<file path="src/rtl/sys_seq_pkg.sv">
package sys_seq_pkg;

  localparam int INSTR_W = 13;
  localparam int DATA_W  = 8;
  localparam int IOC_W   = 4;

  typedef enum logic [3:0] {
    OP_NONE,
    OP_DAA,
    OP_CONTW,
    OP_SLEEP,
    OP_WDTC,
    OP_IOW,
    OP_ENI,
    OP_DISI,
    OP_RET,
    OP_RETI,
    OP_CONTR,
    OP_IOR
  } sys_op_e;

  // Classify a word; anything outside the system page maps to OP_NONE.
  function automatic sys_op_e sys_classify(input logic [INSTR_W-1:0] w);
    sys_op_e op;
    op = OP_NONE;
    if (w[INSTR_W-1:5] == '0) begin
      if (!w[4]) begin
        case (w[3:0])
          4'h1:    op = OP_DAA;
          4'h2:    op = OP_CONTW;
          4'h3:    op = OP_SLEEP;
          4'h4:    op = OP_WDTC;
          4'h5, 4'h6, 4'h7, 4'h8, 4'h9, 4'hF: op = OP_IOW;
          4'hA:    op = OP_ENI;
          4'hB:    op = OP_DISI;
          4'hC:    op = OP_RET;
          4'hD:    op = OP_RETI;
          4'hE:    op = OP_CONTR;
          default: op = OP_NONE;
        endcase
      end else if (w[3:0] >= 4'h5) begin
        op = OP_IOR;
      end
    end
    return op;
  endfunction

  // Decimal adjust: returns {carry_out, result}.
  function automatic logic [DATA_W:0] daa_calc(input logic [DATA_W-1:0] a,
                                               input logic c,
                                               input logic dc);
    logic [DATA_W:0] step;
    logic            hi_fix;
    step = {1'b0, a};
    if ((a[3:0] > 4'd9) || dc)
      step = step + 9'h006;
    hi_fix = step[DATA_W] || (step[7:4] > 4'd9) || c;
    if (hi_fix)
      step = step + 9'h060;
    return {hi_fix, step[DATA_W-1:0]};
  endfunction

endpackage

</file>
<file path="src/rtl/sys_seq_decode.sv">
module sys_seq_decode
  import sys_seq_pkg::*;
(
  input  logic               clk,
  input  logic               rst_n,
  input  logic               instr_valid,
  input  logic [INSTR_W-1:0] instr,
  input  logic               asleep,
  output logic               dec_daa,
  output logic               dec_contw,
  output logic               dec_sleep,
  output logic               dec_wdtc,
  output logic               dec_iow,
  output logic               dec_eni,
  output logic               dec_disi,
  output logic               dec_ret,
  output logic               dec_reti,
  output logic               dec_contr,
  output logic               dec_ior,
  output logic [IOC_W-1:0]   ioc_idx
);

  sys_op_e op;
  logic    accept;

  assign accept  = instr_valid && !asleep;
  assign op      = sys_classify(instr);
  assign ioc_idx = instr[IOC_W-1:0];

  assign dec_daa   = accept && (op == OP_DAA);
  assign dec_contw = accept && (op == OP_CONTW);
  assign dec_sleep = accept && (op == OP_SLEEP);
  assign dec_wdtc  = accept && (op == OP_WDTC);
  assign dec_iow   = accept && (op == OP_IOW);
  assign dec_eni   = accept && (op == OP_ENI);
  assign dec_disi  = accept && (op == OP_DISI);
  assign dec_ret   = accept && (op == OP_RET);
  assign dec_reti  = accept && (op == OP_RETI);
  assign dec_contr = accept && (op == OP_CONTR);
  assign dec_ior   = accept && (op == OP_IOR);


  one_cmd_chk: assert property (@(posedge clk) disable iff (!rst_n)
    $onehot0({dec_daa, dec_contw, dec_sleep, dec_wdtc, dec_iow, dec_eni,
              dec_disi, dec_ret, dec_reti, dec_contr, dec_ior}));


  asleep_quiet_chk: assert property (@(posedge clk) disable iff (!rst_n)
    asleep |-> !(dec_daa || dec_contw || dec_sleep || dec_wdtc || dec_iow ||
                 dec_eni || dec_disi || dec_ret || dec_reti || dec_contr || dec_ior));

endmodule

</file>
<file path="src/rtl/sys_seq_stack.sv">
module sys_seq_stack #(
  parameter int PC_W  = 10,
  parameter int DEPTH = 8
) (
  input  logic            clk,
  input  logic            rst_n,
  input  logic            push_en,
  input  logic [PC_W-1:0] push_addr,
  input  logic            pop_en,
  output logic [PC_W-1:0] pop_data
);

  localparam int SP_W = (DEPTH > 1) ? $clog2(DEPTH) : 1;

  logic [PC_W-1:0] slot_q [DEPTH];
  logic [SP_W-1:0] sp_q;
  logic [SP_W-1:0] top_idx;

  assign top_idx  = sp_q - 1'b1;
  assign pop_data = slot_q[top_idx];

  always_ff @(posedge clk or negedge rst_n) begin
    if (!rst_n) begin
      sp_q <= '0;
      for (int i = 0; i < DEPTH; i++) slot_q[i] <= '0;
    end else begin
      if (push_en && pop_en) begin
        slot_q[top_idx] <= push_addr;
      end else if (push_en) begin
        slot_q[sp_q] <= push_addr;
        sp_q         <= sp_q + 1'b1;
      end else if (pop_en) begin
        sp_q <= top_idx;
      end
    end
  end


  pop_step_chk: assert property (@(posedge clk) disable iff (!rst_n)
    (pop_en && !push_en) |=> (sp_q == SP_W'($past(sp_q) - 1'b1)));


  swap_hold_chk: assert property (@(posedge clk) disable iff (!rst_n)
    (pop_en && push_en) |=> $stable(sp_q));

endmodule

</file>
<file path="src/rtl/sys_seq_status.sv">
module sys_seq_status
  import sys_seq_pkg::*;
(
  input  logic              clk,
  input  logic              rst_n,
  input  logic              dec_contw,
  input  logic              dec_sleep,
  input  logic              dec_wdtc,
  input  logic              dec_eni,
  input  logic              dec_disi,
  input  logic              dec_reti,
  input  logic              wake,
  input  logic [DATA_W-1:0] acc_rdata,
  output logic [DATA_W-1:0] cont_q,
  output logic              gie_q,
  output logic              asleep_q,
  output logic              t_q,
  output logic              p_q
);

  always_ff @(posedge clk or negedge rst_n) begin
    if (!rst_n) begin
      cont_q   <= '0;
      gie_q    <= 1'b0;
      asleep_q <= 1'b0;
      t_q      <= 1'b1;
      p_q      <= 1'b1;
    end else begin
      if (dec_contw) cont_q <= acc_rdata;
      if (dec_eni || dec_reti) gie_q <= 1'b1;
      else if (dec_disi)       gie_q <= 1'b0;
      if (dec_sleep) begin
        asleep_q <= 1'b1;
        t_q      <= 1'b1;
        p_q      <= 1'b0;
      end else if (dec_wdtc) begin
        t_q <= 1'b1;
        p_q <= 1'b1;
      end else if (asleep_q && wake) begin
        asleep_q <= 1'b0;
      end
    end
  end


  eni_sets_chk: assert property (@(posedge clk) disable iff (!rst_n)
    dec_eni |=> gie_q);


  disi_clears_chk: assert property (@(posedge clk) disable iff (!rst_n)
    dec_disi |=> !gie_q);


  reti_sets_chk: assert property (@(posedge clk) disable iff (!rst_n)
    dec_reti |=> gie_q);


  sleep_entry_chk: assert property (@(posedge clk) disable iff (!rst_n)
    dec_sleep |=> (asleep_q && t_q && !p_q));


  sleep_hold_chk: assert property (@(posedge clk) disable iff (!rst_n)
    (asleep_q && !wake) |=> asleep_q);


  wdtc_flags_chk: assert property (@(posedge clk) disable iff (!rst_n)
    dec_wdtc |=> (t_q && p_q && !asleep_q));

endmodule

</file>
<file path="src/rtl/sys_seq.sv">
module sys_seq
  import sys_seq_pkg::*;
#(
  parameter int PC_W        = 10,
  parameter int STACK_DEPTH = 8
) (
  input  logic               clk,
  input  logic               rst_n,
  input  logic               instr_valid,
  input  logic [INSTR_W-1:0] instr,
  input  logic [DATA_W-1:0]  acc_rdata,
  input  logic               c_in,
  input  logic               dc_in,
  input  logic [DATA_W-1:0]  ioc_rdata,
  input  logic               push_en,
  input  logic [PC_W-1:0]    push_addr,
  input  logic               wake,
  output logic               acc_we,
  output logic [DATA_W-1:0]  acc_wdata,
  output logic               c_we,
  output logic               c_wdata,
  output logic               ioc_we,
  output logic               ioc_re,
  output logic [IOC_W-1:0]   ioc_addr,
  output logic [DATA_W-1:0]  ioc_wdata,
  output logic               pc_load,
  output logic [PC_W-1:0]    pc_target,
  output logic [DATA_W-1:0]  cont_value,
  output logic               gie,
  output logic               wdt_clr,
  output logic               osc_stop,
  output logic               t_flag,
  output logic               p_flag
);

  logic dec_daa, dec_contw, dec_sleep, dec_wdtc, dec_iow, dec_eni;
  logic dec_disi, dec_ret, dec_reti, dec_contr, dec_ior;
  logic ret_any;
  logic asleep;
  logic [IOC_W-1:0]  ioc_idx;
  logic [PC_W-1:0]   stack_top;
  logic [DATA_W:0]   daa_out;
  logic [DATA_W-1:0] cont_q;

  sys_seq_decode u_decode (
    .clk        (clk),
    .rst_n      (rst_n),
    .instr_valid(instr_valid),
    .instr      (instr),
    .asleep     (asleep),
    .dec_daa    (dec_daa),
    .dec_contw  (dec_contw),
    .dec_sleep  (dec_sleep),
    .dec_wdtc   (dec_wdtc),
    .dec_iow    (dec_iow),
    .dec_eni    (dec_eni),
    .dec_disi   (dec_disi),
    .dec_ret    (dec_ret),
    .dec_reti   (dec_reti),
    .dec_contr  (dec_contr),
    .dec_ior    (dec_ior),
    .ioc_idx    (ioc_idx)
  );

  assign ret_any = dec_ret || dec_reti;

  sys_seq_stack #(.PC_W(PC_W), .DEPTH(STACK_DEPTH)) u_stack (
    .clk      (clk),
    .rst_n    (rst_n),
    .push_en  (push_en),
    .push_addr(push_addr),
    .pop_en   (ret_any),
    .pop_data (stack_top)
  );

  sys_seq_status u_status (
    .clk      (clk),
    .rst_n    (rst_n),
    .dec_contw(dec_contw),
    .dec_sleep(dec_sleep),
    .dec_wdtc (dec_wdtc),
    .dec_eni  (dec_eni),
    .dec_disi (dec_disi),
    .dec_reti (dec_reti),
    .wake     (wake),
    .acc_rdata(acc_rdata),
    .cont_q   (cont_q),
    .gie_q    (gie),
    .asleep_q (asleep),
    .t_q      (t_flag),
    .p_q      (p_flag)
  );

  assign daa_out    = daa_calc(acc_rdata, c_in, dc_in);
  assign cont_value = cont_q;
  assign osc_stop   = asleep;

  assign ioc_we    = dec_iow;
  assign ioc_re    = dec_ior;
  assign ioc_addr  = ioc_idx;
  assign ioc_wdata = acc_rdata;

  always_ff @(posedge clk or negedge rst_n) begin
    if (!rst_n) begin
      acc_we    <= 1'b0;
      acc_wdata <= '0;
      c_we      <= 1'b0;
      c_wdata   <= 1'b0;
      pc_load   <= 1'b0;
      pc_target <= '0;
      wdt_clr   <= 1'b0;
    end else begin
      acc_we  <= dec_daa || dec_contr || dec_ior;
      c_we    <= dec_daa;
      pc_load <= ret_any;
      wdt_clr <= dec_sleep || dec_wdtc;
      if (dec_daa)        acc_wdata <= daa_out[DATA_W-1:0];
      else if (dec_contr) acc_wdata <= cont_q;
      else if (dec_ior)   acc_wdata <= ioc_rdata;
      if (dec_daa) c_wdata   <= daa_out[DATA_W];
      if (ret_any) pc_target <= stack_top;
    end
  end


  ioc_legal_chk: assert property (@(posedge clk) disable iff (!rst_n)
    ioc_we |-> (ioc_addr >= 4'h5 && ioc_addr != 4'hA && ioc_addr != 4'hB &&
                ioc_addr != 4'hC && ioc_addr != 4'hD && ioc_addr != 4'hE));


  ioc_excl_chk: assert property (@(posedge clk) disable iff (!rst_n)
    $onehot0({ioc_we, ioc_re}));


  ret_loads_chk: assert property (@(posedge clk) disable iff (!rst_n)
    ret_any |=> pc_load);


  no_stray_load_chk: assert property (@(posedge clk) disable iff (!rst_n)
    !ret_any |=> !pc_load);


  carry_only_daa_chk: assert property (@(posedge clk) disable iff (!rst_n)
    (dec_contr || dec_ior) |=> !c_we);

endmodule

</file>
<file path="config.mk">
export PLATFORM = sky130hd
export DESIGN_NAME = sys_seq
export DESIGN_NICKNAME = d
export VERILOG_FILES = /design/src/rtl/sys_seq_pkg.sv /design/src/rtl/sys_seq_decode.sv /design/src/rtl/sys_seq_stack.sv /design/src/rtl/sys_seq_status.sv /design/src/rtl/sys_seq.sv
export SDC_FILE = /design/constraint.sdc
export NUM_CORES = 1
export LEC_CHECK = 0
export CAP_MARGIN = 30
export CORE_MARGIN = 3
export CORE_UTILIZATION = 58
export CTS_BUF_LIST = sky130_fd_sc_hd__clkbuf_16
export CTS_CLUSTER_SIZE = 30
export DETAILED_ROUTE_END_ITERATION = 6
export PLACE_DENSITY = 0.85
export SETUP_SLACK_MARGIN = 0.3
export SLEW_MARGIN = 25
export SYNTH_ARGS = -nofsm -noshare
export SYNTH_HDL_FRONTEND = slang
export SYNTH_HIERARCHICAL = 1
export SYNTH_SLANG_ARGS = --single-unit
</file>
<file path="constraint.sdc">
create_clock -name clk -period 9.1 [get_ports clk]
set_input_delay 1.82 -clock clk [delete_from_list [all_inputs] [get_ports clk]]
set_output_delay 1.82 -clock clk [all_outputs]
set_load 0.005 [all_outputs]
</file>
==> results.cfg, run 1 <==
[setup_path]
reg2reg_depth = 10
cp.required_ps = 7280
crit_buf_inv = 3
cp.arrival_ps = 4210
rrSetupSlack_ps = 5450
r2r-end = u_stack/slot_q[16]$_DFFE_PN0P_
path_delay_family = buffers and inverters
worst_path_max_delay_cell = clkdlybuf4s50_1
cp.depth = 6
cp-end-kind = primary output
cpMostUsedCell = clkdlybuf4s50_1
path_cells = clkdlybuf4s50_1 > nor2b_1 > a221o_1 > nor3_1 > buf_4 > clkdlybuf4s50_1
worstSetupPathType = in2out
crit_fanout = 15
cp-start-kind = input port
slowest_delay_ps = 810
r2r_start = u_status/asleep_q$_DFFE_PN0P_

[grt]
antenna_found_initial = 0
grt_pass1_vias = 4267
overflow = 0
grt_pass1_wl_mm = 21.5
track_usage_pct = 24.2
grt_start_max_net_pins = 91

[cts]
cts.sinks = 117
cts_setup_buffers = 0
ctsHoldBuffers = 0
cts_tree = yes
clk_pin_slew_ps = 50
insertion_delay_ps = 410
clock-root-buffer = clkbuf_16
cts_made_buffers = 17
cts_resized = 0
htree_levels = 4
clk_path_buf_depth = 2

[floorplan]
die_x_um = 108
num_rows = 36
die_h_um = 108
ios = 95
start_util_pct = 60.6
fp.dieArea_sq_um = 11700
core_sq_um = 9950

[yosys]
synth.most_common_cell = dfrtp_1
synth_edf_count = 0
synth_common_cells = dfrtp_1 (116), mux2_2 (95), nand2_1 (38)
yosysSeqAreaShare_pct = 48.6
synth_area_leaders = dfrtp_1 (48%), mux2_2 (18%), mux4_2 (6.7%)
synth_top_area_share_pct = 48.1
yosys_register_bits = 117
syn-num-nets = 514
synth_area_sq_um = 6030
syn_inst = 463
synth_top_area_cell = dfrtp_1
ys_warn_count = 6
syn_avg_cell_area_sq_um = 13.0
ys_async_sr_fraction_pct = 100
ys_types = 53
ys_dominant_reg_cell = dfrtp_1

[timing]
hold_viol = 0
finalSetupTns_ps = 0
setup_viol = 0
finalMaxSlewViolations = 0
max_slew_margin_pct = 44.7
fmax_mhz = 166
rsz0062_at_grt = false
tightest_slew_ps = 829
min_period_ps = 6030
min_period_over_period_pct = 66.3
timing.clock.skew_ps = 15.8

[worst_hold_path]
min_from = u_status/p_q$_DFFE_PN1P_
worstHoldPathCells = 2
whs_endpoint = u_status/p_q$_DFFE_PN1P_
hp-class = reg2reg

[pwr]
ir_worst_vdd_uv = 262
switchingPower_uw = 726
pwr-share-clk_pct = 26.7
comb_power_share_pct = 37.4
switching_share_pct = 32.1
power_frac_seq_pct = 35.8
power_mw = 2.26
p_int_mw = 1.54
power_leakage_nw = 3.16
p_per_area_nw_per_um2 = 300

[placement]
gp_congestion = 0.859
portBuffers = 93
dp_hpwl_mm = 8.71

[routing]
dr.pass1.iters = 4
drt_wl_total_mm = 13.4
vias_per_cell = 5.79
drtIter0Drc = 222
avgRoutedWirePerCell_um = 19.3
drc = 0
ant_nets = 0
vias = 4020

[cells_and_area]
drive_above_1_share_pct = 32.8
nets = 599
area_growth_syn_to_layout_pct = 25.0
diodes = 0

[run_status]
status = finished clean

[run]
drv_cap = 0
-- metal layers --
layer  GRT usage (%)  vias up  part of all wire, %
met3            4.72       14                  3.1
met5               0        -                    0
li1                -     1846                    -
met2            40.8      105                   52
met4            9.92        0                  1.7
met1            30.9     2055                   43
-- worst min-delay path, delay by kind of cell (launching register included) --
| family | cells | cell delay, ps |
|---|---|---|
| flip-flops | 1 | 360 |
| AND/OR/NAND/NOR | 2 | 120 |
-- cell type report --
cell class	instances	area (sq um)
sequential	117	2930
multi-input combinational	300	2850
fill	619	2420
timing repair buffer	103	1010
clock buffer	17	425
tap	133	166
clock inverter	15	116
inverter	9	33.8
-- stage by stage --
stage	util [%]	hold slack, ps	setup slack [ps]	area [sq um]	instances
floorplan	-	474	4300	6030	463
global placement	69.9	474	3210	6960	660
detailed placement	70.2	490	3120	6990	662
CTS	75.6	499	3080	7530	694
global route	75.7	508	2990	7540	694
finish	75.7	492	3070	7540	694
-- how the worst max path moves through the flow --
stage	slack (ps)	from	end
finish	3070	instr[4]	ioc_re
global route	2990	instr[4]	ioc_re
CTS	3080	instr[4]	ioc_re
detailed placement	3120	instr[4]	ioc_re
global placement	3210	instr[4]	ioc_re
floorplan	4300	instr[2]	u_stack/slot_q[20]$_DFFE_PN0P_
-- power groups by stage --
stage | logic [mW] | clock network (mW) | registers [mW]
after floorplan | 0.660 | 0 | 0.778
after global placement | 0.797 | 0 | 0.798
after detailed placement | 0.840 | 0 | 0.814
after CTS | 0.847 | 0.613 | 0.809
after global routing | 0.924 | 0.637 | 0.832
final | 0.847 | 0.604 | 0.811
-- cell families (layout without fill, tap and decap cells) --
| logic type | Yosys count | in the layout | share of synthesized area, % |
|---|---|---|---|
| AOI/OAI and AO/OA | 50 | 50 | 7.05 |
| other | 1 | 1 | 0.0622 |
| DFF | 117 | 117 | 48.6 |
| and+or+nand+nor | 102 | 102 | 9.07 |
| adders and majority gates | 5 | 5 | 1.04 |
| buffers and inverters | 46 | 144 | 4.36 |
| xor gates and xnor gates | 10 | 10 | 1.58 |
| muxes | 132 | 132 | 28.3 |
-- placed cells by master (no fill, tap or decap), types with 5 or more instances in the layout --
cell type	count
a21oi_1	10
buf_4	8
clkbuf_16	17
clkdlybuf4s50_1	92
dfrtp_1	116
ha_1	5
inv_1	11
mux2_2	95
mux2_4	8
mux2i_1	11
mux4_2	18
nand2_1	38
nand2b_1	5
nand3_1	8
nor2_1	16
nor3_1	5
nor4_2	5
o21ai_0	11
xnor2_1	5
-- flip-flops by register name, summed over array words and instances (netlist names) --
name,count
u_stack/sp_q,3
wdt_clr,1
acc_we,1
acc_wdata,8
pc_load,1
u_status/asleep_q,1
u_status/gie_q,1
u_stack/slot_q,80
u_status/p_q,1
c_wdata,1
c_we,1
u_status/cont_q,8
pc_target,10
No activity file was read; power rests on OpenSTA's default activity.
==> run 2: changes to the inputs <==
--- a/config.mk
+++ b/config.mk
@@ -7,11 +7,11 @@
 export LEC_CHECK = 0
 export CAP_MARGIN = 30
 export CORE_MARGIN = 3
-export CORE_UTILIZATION = 58
+export CORE_UTILIZATION = 54
 export CTS_BUF_LIST = sky130_fd_sc_hd__clkbuf_16
 export CTS_CLUSTER_SIZE = 30
 export DETAILED_ROUTE_END_ITERATION = 6
-export PLACE_DENSITY = 0.85
+export PLACE_DENSITY = 0.8
 export SETUP_SLACK_MARGIN = 0.3
 export SLEW_MARGIN = 25
 export SYNTH_ARGS = -nofsm -noshare
==> constraint.sdc (replaced) <==
create_clock -name clk -period 5.7 [get_ports clk]
set_input_delay 1.14 -clock clk [delete_from_list [all_inputs] [get_ports clk]]
set_output_delay 1.14 -clock clk [all_outputs]
set_load 0.005 [all_outputs]
==> run 2 against run 1 <==
Sequential cell count unchanged. Global-route usage decreased by 1.6 points. Combinational power increased by 61%. Sequential power increased by 60%. Total power increased by 60%. Largest cell class unchanged.
==> results.cfg, run 2 (synthesis results as in run 1) <==
[cells_and_area]
area_growth_syn_to_layout_pct = 25.0
fin_cells = 699
fin_util_pct = 71.1
diodes = 0
regMostFlops = u_stack/slot_q
nets = 601
reg_top3 = u_stack/slot_q (80), pc_target (10)
n_fill_cell = 712
largest_register_ffs = 80
final_cell_mix = dfrtp_1 (116), mux2_2 (95), clkdlybuf4s50_1 (92), nand2_1 (38), mux4_2 (18)
final_common_cell = dfrtp_1
final_area_sq_um = 7540
drive_above_1_share_pct = 33.0

[cts]
cts_resized = 0
htree_levels = 4
insertion_delay_ps = 410
clk_path_buf_depth = 2
cts.sinks = 117
clock-root-buffer = clkbuf_16
cts_setup_buffers = 0
cts_tree = yes
cts_made_buffers = 17
clk_pin_slew_ps = 50
ctsHoldBuffers = 0

[routing]
drtIter0Drc = 260
avgRoutedWirePerCell_um = 19.1
vias_per_cell = 5.76
ant_nets = 0
drc = 0
vias = 4026
dr.pass1.iters = 5
drt_wl_total_mm = 13.3

[pwr]
pwr-share-clk_pct = 26.6
comb_power_share_pct = 37.5
p_int_mw = 2.46
switchingPower_mw = 1.16
power_leakage_nw = 3.16
power_frac_seq_pct = 36.0
ir_worst_vdd_uv = 447
switching_share_pct = 32.1
p_per_area_nw_per_um2 = 480

[run]
drv_cap = 0

[setup_path]
r2r_start = u_status/asleep_q$_DFFE_PN0P_
cp-end-kind = primary output
cp-start-kind = input port
reg2reg_depth = 11
rrSetupSlack_ps = 2070
crit_fanout = 15
worstSetupPathType = in2out
cp.arrival_ps = 3530
cp.required_ps = 4560
r2r-end = u_stack/slot_q[52]$_DFFE_PN0P_

[timing]
finalMaxSlewViolations = 0
timing.clock.skew_ps = 6.22
fmax_mhz = 214
rsz0062_at_grt = false
min_period_over_period_pct = 81.9
tightest_slew_ps = 763
finalSetupTns_ps = 0
min_period_ps = 4670
setup_viol = 0
max_slew_margin_pct = 49.1
hold_viol = 0

[worst_hold_path]
worstHoldPathCells = 1
min_from = u_stack/slot_q[33]$_DFFE_PN0P_
hp-class = reg2reg
whs_endpoint = u_stack/slot_q[33]$_DFFE_PN0P_

[floorplan]
fp.dieArea_sq_um = 12500
start_util_pct = 56.9
core_sq_um = 10600
ios = 95
die_h_um = 112
num_rows = 37
die_x_um = 112

[placement]
gp_congestion = 0.843
portBuffers = 93
dpl_cell_area_sq_um = 7000
dpl.cell_count = 667
dp_hpwl_mm = 8.99

[grt]
track_usage_pct = 22.6
antenna_found_initial = 0
grt_pass1_vias = 4244
grt_start_max_net_pins = 63
grt_pass1_wl_mm = 22.1
overflow = 0

[run_status]
status = finished clean
run 2: how the worst max path moves through the flow:
stage	startpoint	endpoint	slack, ps	cells after the start
floorplan	instr[2]	u_stack/slot_q[20]$_DFFE_PN0P_	1580	12
global placement	instr[2]	u_stack/slot_q[23]$_DFFE_PN0P_	880	11
detailed placement	instr[2]	u_stack/slot_q[27]$_DFFE_PN0P_	730	11
CTS	instr[4]	ioc_re	1040	6
global route	instr[4]	ioc_re	910	6
finish	instr[4]	ioc_re	1030	6
run 2: critical path, cell delays in order:
cell and delay (ps):
clkdlybuf4s50_1 820, nor2b_1 130, a221o_1 440, nor3_1 220
buf_4 250, clkdlybuf4s50_1 530
run 2: power groups by stage:
| stage | Clock [mW] | Sequential (mW) | Combinational, mW |
|---|---|---|---|
| 2_1_floorplan | 0 | 1.24 | 1.05 |
| 5_1_grt | 1.03 | 1.34 | 1.46 |
| 4_1_cts | 0.985 | 1.30 | 1.37 |
| 6_report | 0.962 | 1.30 | 1.36 |
| 3_3_place_gp | 0 | 1.28 | 1.29 |
| 3_5_place_dp | 0 | 1.31 | 1.35 |
run 2: metrics by stage:
stage                     worst slack, ps  power (mW)  hold WS (ps)
after floorplan                      1580        2.30           474
after global placement                875        2.57           477
after detailed placement              729        2.66           492
after CTS                            1040        3.65           503
after global routing                  907        3.82           513
final                                1030        3.62           500
run 2: area by class of cell:
cell class	instances	area [sq um]	area share, %
Inverter	9	33.8	0.448
Tap cell	136	170	2.26
Clock inverter	15	116	1.54
Clock buffer	17	425	5.64
Sequential cell	117	2930	38.8
Timing Repair Buffer	105	1030	13.6
Multi-Input combinational cell	300	2840	37.7
run 2: metal layers:
| layer | GRT usage (%) | wire (um) | vias to the layer above | share of wire (%) |
|---|---|---|---|---|
| met2 | 37.2 | 6840 | 103 | 51 |
| met5 | 0 | 0 | - | 0 |
| met3 | 5.60 | 494 | 15 | 3.7 |
| met1 | 29.7 | 5840 | 2045 | 44 |
| li1 | - | - | 1863 | - |
| met4 | 6.81 | 177 | 0 | 1.3 |
